<file path="src/rtl/pwm_gt_pkg.sv">
package pwm_gt_pkg;

    localparam int ADDR_W = 3;
    localparam int NCH    = 2;

    typedef enum logic [ADDR_W-1:0] {
        REG_PERIOD  = 3'd0,
        REG_CMP1    = 3'd1,
        REG_CMP3    = 3'd2,
        REG_CTRL    = 3'd3,
        REG_FLAGCLR = 3'd4
    } reg_addr_e;

    typedef struct packed {
        logic invert;
        logic preload;
        logic gt3;
        logic gt1;
    } ctrl_t;

    localparam int CTRL_W = $bits(ctrl_t);

    // greater-than on CMP3 is refused while CMP1 also asks for it
    function automatic logic [NCH-1:0] gt_resolve(input ctrl_t c);
        return {c.gt3 & ~c.gt1, c.gt1};
    endfunction

endpackage

</file>
<file path="src/rtl/pwm_gt_counter.sv">
module pwm_gt_counter #(
    parameter int W          = 8,
    parameter int RST_PERIOD = 15
) (
    input  logic         clk,
    input  logic         rst,
    input  logic         per_wr,
    input  logic [W-1:0] per_data,
    output logic [W-1:0] cnt,
    output logic         period_evt,
    output logic         rollover
);

    logic [W-1:0] cnt_q, per_sh_q, per_act_q, per_sh_nx;

    assign per_sh_nx  = per_wr ? per_data : per_sh_q;
    assign rollover   = (cnt_q == per_act_q);
    assign period_evt = (cnt_q == '0);
    assign cnt        = cnt_q;

    always_ff @(posedge clk) begin
        if (rst) begin
            cnt_q     <= '0;
            per_sh_q  <= W'(RST_PERIOD);
            per_act_q <= W'(RST_PERIOD);
        end else begin
            per_sh_q <= per_sh_nx;
            if (rollover) begin
                cnt_q     <= '0;
                per_act_q <= per_sh_nx;
            end else begin
                cnt_q <= cnt_q + 1'b1;
            end
        end
    end


    wrap_to_zero_chk: assert property (@(posedge clk) disable iff (rst)
        rollover |=> cnt_q == '0);


    count_step_chk: assert property (@(posedge clk) disable iff (rst)
        !rollover |=> cnt_q == $past(cnt_q) + 1'b1);

endmodule

</file>
<file path="src/rtl/pwm_gt_chan.sv">
module pwm_gt_chan #(
    parameter int W = 8
) (
    input  logic         clk,
    input  logic         rst,
    input  logic [W-1:0] cnt,
    input  logic         rollover,
    input  logic         wr,
    input  logic [W-1:0] wr_data,
    input  logic         gt_mode,
    input  logic         preload,
    input  logic         clr,
    output logic         hit,
    output logic         flag
);

    logic [W-1:0] sh_q, act_q, sh_nx;
    logic         imm, eq, flag_q;

    assign sh_nx = wr ? wr_data : sh_q;
    assign imm   = gt_mode | ~preload;
    assign eq    = (cnt == act_q);
    assign hit   = gt_mode ? (cnt >= act_q) : eq;
    assign flag  = flag_q;

    always_ff @(posedge clk) begin
        if (rst) begin
            sh_q   <= '0;
            act_q  <= '0;
            flag_q <= 1'b0;
        end else begin
            sh_q <= sh_nx;
            if (rollover)
                act_q <= sh_nx;
            else if (wr && imm)
                act_q <= wr_data;
            flag_q <= eq | (flag_q & ~clr);
        end
    end


    preload_hold_chk: assert property (@(posedge clk) disable iff (rst)
        (!gt_mode && preload && !rollover) |=> $stable(act_q));


    gt_immediate_chk: assert property (@(posedge clk) disable iff (rst)
        (gt_mode && wr) |=> act_q == $past(wr_data));


    flag_cause_chk: assert property (@(posedge clk) disable iff (rst)
        $rose(flag_q) |-> $past(eq));

endmodule

</file>
<file path="src/rtl/pwm_gt_timer.sv">
module pwm_gt_timer
    import pwm_gt_pkg::*;
#(
    parameter int W          = 8,
    parameter int RST_PERIOD = 15
) (
    input  logic              clk,
    input  logic              rst,
    input  logic              wr_en,
    input  logic [ADDR_W-1:0] wr_addr,
    input  logic [W-1:0]      wr_data,
    output logic              pwm_out,
    output logic              cmp1_flag,
    output logic              cmp3_flag
);

    ctrl_t          ctrl_q;
    logic [NCH-1:0] gt_eff, hit, flag, clr_bits;
    logic [W-1:0]   cnt;
    logic           period_evt, rollover;
    logic           any_hit, on_evt, off_evt, out_q;

    always_ff @(posedge clk) begin
        if (rst)
            ctrl_q <= '0;
        else if (wr_en && wr_addr == REG_CTRL)
            ctrl_q <= ctrl_t'(wr_data[CTRL_W-1:0]);
    end

    assign gt_eff   = gt_resolve(ctrl_q);
    assign clr_bits = (wr_en && wr_addr == REG_FLAGCLR) ? wr_data[NCH-1:0] : '0;

    pwm_gt_counter #(.W(W), .RST_PERIOD(RST_PERIOD)) u_cnt (
        .clk        (clk),
        .rst        (rst),
        .per_wr     (wr_en && wr_addr == REG_PERIOD),
        .per_data   (wr_data),
        .cnt        (cnt),
        .period_evt (period_evt),
        .rollover   (rollover)
    );

    for (genvar i = 0; i < NCH; i++) begin : g_ch
        localparam reg_addr_e CH_ADDR = (i == 0) ? REG_CMP1 : REG_CMP3;
        pwm_gt_chan #(.W(W)) u_ch (
            .clk      (clk),
            .rst      (rst),
            .cnt      (cnt),
            .rollover (rollover),
            .wr       (wr_en && wr_addr == CH_ADDR),
            .wr_data  (wr_data),
            .gt_mode  (gt_eff[i]),
            .preload  (ctrl_q.preload),
            .clr      (clr_bits[i]),
            .hit      (hit[i]),
            .flag     (flag[i])
        );
    end

    assign any_hit = |hit;
    assign on_evt  = ctrl_q.invert ? any_hit : period_evt;
    assign off_evt = ctrl_q.invert ? period_evt : any_hit;

    always_ff @(posedge clk) begin
        if (rst)
            out_q <= 1'b0;
        else if (off_evt)
            out_q <= 1'b0;
        else if (on_evt)
            out_q <= 1'b1;
    end

    assign pwm_out   = out_q;
    assign cmp1_flag = flag[0];
    assign cmp3_flag = flag[1];


    off_priority_chk: assert property (@(posedge clk) disable iff (rst)
        off_evt |=> !out_q);


    on_event_chk: assert property (@(posedge clk) disable iff (rst)
        (on_evt && !off_evt) |=> out_q);


    invert_period_off_chk: assert property (@(posedge clk) disable iff (rst)
        (ctrl_q.invert && period_evt) |=> !out_q);

endmodule

</file>
<file path="config.mk">
export PLATFORM = sky130hd
export DESIGN_NAME = pwm_gt_timer
export DESIGN_NICKNAME = d
export VERILOG_FILES = /design/src/rtl/pwm_gt_pkg.sv /design/src/rtl/pwm_gt_counter.sv /design/src/rtl/pwm_gt_chan.sv /design/src/rtl/pwm_gt_timer.sv
export SDC_FILE = /design/constraint.sdc
export NUM_CORES = 1
export LEC_CHECK = 0
export BUFFER_PORTS_ARGS = -buffer_cell sky130_fd_sc_hd__buf_4
export CORE_MARGIN = 8
export CORE_UTILIZATION = 45
export DETAILED_ROUTE_END_ITERATION = 10
export PLACE_DENSITY = 0.64
export RECOVER_POWER = 50
export SYNTH_ARGS = -nofsm -noshare
export SYNTH_HDL_FRONTEND = slang
export SYNTH_HIERARCHICAL = 1
export SYNTH_SLANG_ARGS = --single-unit
</file>
<file path="constraint.sdc">
create_clock -name clk -period 3.2 [get_ports clk]
set_clock_uncertainty 0.1 [all_clocks]
set_input_delay 0.16 -clock clk [delete_from_list [all_inputs] [get_ports clk]]
set_output_delay 0.16 -clock clk [all_outputs]
set_load 0.05 [all_outputs]
</file>
==> flow_summary.json <==
{
  "routed_wirelength_mm": 6.66,
  "finalHoldViolCount": 0,
  "crit_slowest_cell": "clkbuf_1",
  "drive_above_1_share": 0.202,
  "yosysUniqueCellTypes": 45,
  "via_count": 2247,
  "clock_path_buffers": 2,
  "rsz0062_at_grt": "no",
  "place.port_buffers": 16,
  "rr_worst_depth": 6,
  "tightest_slew_ps": 2440,
  "grt_pass1_wl_mm": 11.4,
  "netlist_area_um2": 3150,
  "worstPathRequired_ps": 3330,
  "ys.flop_type": "dfxtp_1",
  "clk_pin_slew_ps": 60,
  "stdcell_area_um2": 3460,
  "status": "finished with violations",
  "post-route-drc-count": 0,
  "min_period_ps": 2350,
  "rr_startpoint": "u_cnt/cnt[4]$_SDFF_PP0_",
  "diodes": 0,
  "violations": "max-capacitance violations, max-slew violations",
  "root_buffer": "clkbuf_8",
  "grt_max_degree": 55,
  "powerDensity_nw_per_um2": 452,
  "initial_core_util": 0.464,
  "dp_hpwl_mm": 4.64,
  "antenna_found_initial": 0,
  "cts_buffers": 9,
  "area_growth_pct": 9.77,
  "grt_pass1_vias": 2266,
  "hold_end": "u_cnt/per_sh_q[0]$_SDFF_PP1_",
  "drtIter0Drc": 133,
  "netlist_instances": 308,
  "critical_path_class": "in2reg",
  "post-place-ws_ps": 1000,
  "placedCellCount": 408,
  "whs_path_depth": 2,
  "ir_drop_mv": 0.249,
  "grt.total_usage": 0.146,
  "final-max-slew-violation-count": 55,
  "drv_cap": 1,
  "slowest_delay_ps": 1700,
  "cts.htree.levels": 3,
  "die_area_um2": 9930,
  "synth-async-reset-ratio": 0,
  "final_cells": 423,
  "synth_edf_count": 0,
  "postCtsSetupBuffers": 0,
  "coreArea_um2": 6790,
  "yosys_warnings": 6,
  "nNetsFinal": 356,
  "avgViaCountPerCell": 5.31,
  "grt_overflow": 0,
  "cts_tree": "built",
  "cp_cell_sequence": "clkbuf_1 > a211oi_4 > a22o_1",
  "tns_ps": 0,
  "critPathLaunchType": "input pin",
  "core.rowCount": 30,
  "fmax_ghz": 0.425,
  "hold_slack_ps": 37.4,
  "ys_seq_elements": 63,
  "setup_violations": 0,
  "hp-start": "wr_data[0]",
  "ant_nets": 0,
  "drt_pass1_iterations": 4,
  "layout_setup_ws_ps": 849,
  "relSlewSlack": -0.628,
  "clkSinkCount": 63,
  "ios": 17,
  "die_y_um": 99.7,
  "synth.avg_cell_area_um2": 10.2,
  "endpoint_kind": "flop",
  "min_path_type": "in2reg",
  "die_w_um": 99.7,
  "worstPathMaxFanout": 54,
  "gp_congestion": 0.899,
  "p_leak_uw": 0.00125,
  "fin_crit_sh": 0.735,
  "clk_latency_ps": 340,
  "r2r_end": "g_ch[1].u_ch/act_q[0]$_SDFFE_PP0P_",
  "wl_per_cell_um": 15.7,
  "arrival_ps": 2480,
  "r2r_slack_ps": 970,
  "placed_cell_area_um2": 3300,
  "synth_seq_area_share": 0.400,
  "synth_nets": 340
}
==> worst max path at each step <==
stage | from | endpoint | slack, ps
after floorplan | u_cnt/cnt[3]$_SDFF_PP0_ | pwm_out$_SDFFE_PP0P_ | 1170
after global placement | u_cnt/cnt[5]$_SDFF_PP0_ | pwm_out$_SDFFE_PP0P_ | 1050
after detailed placement | u_cnt/cnt[5]$_SDFF_PP0_ | pwm_out$_SDFFE_PP0P_ | 1000
after CTS | u_cnt/cnt[5]$_SDFF_PP0_ | pwm_out$_SDFFE_PP0P_ | 980
after global routing | rst | u_cnt/per_act_q[7]$_SDFFE_PP0N_ | 640
final | rst | g_ch[1].u_ch/act_q[0]$_SDFFE_PP0P_ | 850
==> cell type report <==
class                           count  area (um2)
Clock buffer                       13         159
Clock inverter                      1        5.00
Fill cell                         628        3340
Inverter                           22        82.6
Multi-Input combinational cell    209        1690
Sequential cell                    63        1260
Tap cell                           96         120
Timing Repair Buffer               19         143
==> critical path: cells and delay by family <==
kind | cells | cell delay [ps]
AO/OA/AOI/OAI | 2 | 590
buffers and inverters | 1 | 1700
==> registers in the layout, summed over array words and instances (netlist names) <==
signal / cells
u_cnt/per_act_q: 8
u_cnt/cnt: 8
ctrl_q: 4
u_cnt/per_sh_q: 8
pwm_out: 1
g_ch.u_ch/sh_q: 16
g_ch.u_ch/flag: 2
g_ch.u_ch/act_q: 16
==> per-stage QoR <==
step                      utilization  total power (uW)
after floorplan                     -               940
after global placement          0.485               987
after detailed placement        0.485               991
after CTS                       0.511              1590
after global routing            0.509              1630
final                           0.509              1560
==> placed cells by master, fill, tap and decap left out, types with 2 or more instances in the layout <==
cell type	netlist	layout
mux2i_1	24	24
nor4b_1	3	2
dfxtp_1	63	63
inv_2	2	2
nor2b_1	9	9
buf_4	2	13
nor2_1	26	26
nand2b_1	10	10
and4bb_2	2	2
a31o_2	18	18
inv_1	20	20
a21oi_1	10	10
o21ai_0	6	6
nand2_1	5	5
and4_1	4	4
clkbuf_1	4	6
xnor2_1	11	11
clkbuf_8	0	11
a211oi_4	2	2
o31a_2	4	4
xor2_1	3	3
nor3b_1	2	2
a211o_1	4	4
nor3_1	7	7
and3_1	2	2
nand2_4	2	2
mux2_2	3	3
ha_1	18	18
nand3_1	4	4
a22o_1	16	16
o221ai_1	2	2
==> cells in the mapped netlist, types with 5 or more instances <==
| library cell | count | share of area |
|---|---|---|
| nor2_1 | 26 | 0.031 |
| o21ai_0 | 6 | 0.0095 |
| mux2i_1 | 24 | 0.076 |
| ha_1 | 18 | 0.072 |
| nor2b_1 | 9 | 0.018 |
| nand2_1 | 5 | 0.0060 |
| inv_1 | 20 | 0.024 |
| nand2b_1 | 10 | 0.020 |
| a21oi_1 | 10 | 0.016 |
| dfxtp_1 | 63 | 0.40 |
| a22o_1 | 16 | 0.044 |
| xnor2_1 | 11 | 0.031 |
| a31o_2 | 18 | 0.050 |
| nor3_1 | 7 | 0.011 |
==> per-layer routing <==
layer / GRT usage / share of wire / vias to the layer above
met5: 0 / 0 / -
li1: - / - / 1138
met1: 0.186 / 0.51 / 1047
met3: 0.0517 / 0.052 / 7
met4: 0.0454 / 0.0093 / 0
met2: 0.224 / 0.43 / 55
==> cell families (layout without fill, tap and decap cells) <==
logic type / count (synthesis) / after routing / synth area share
and+or+nand+nor: 86 / 86 / 0.166
xor gates and xnor gates: 14 / 14 / 0.0389
muxes: 28 / 28 / 0.0918
AOI/OAI and AO/OA: 63 / 63 / 0.165
buffers and inverters: 36 / 55 / 0.0659
DFF: 63 / 63 / 0.400
adders and majority gates: 18 / 18 / 0.0715
==> power breakdown <==
group	total [uW]	internal, uW	switching [uW]
Sequential	814	801	13.0
Clock	591	314	277
Combinational	157	64.2	92.9
==> what timing repair did <==
| item | CTS | global route |
|---|---|---|
| hold endpoints to repair | 1 | 0 |
| hold buffers | 1 | 0 |
| gates resized for setup | 0 | 0 |
No activity file was read; power rests on OpenSTA's default activity.
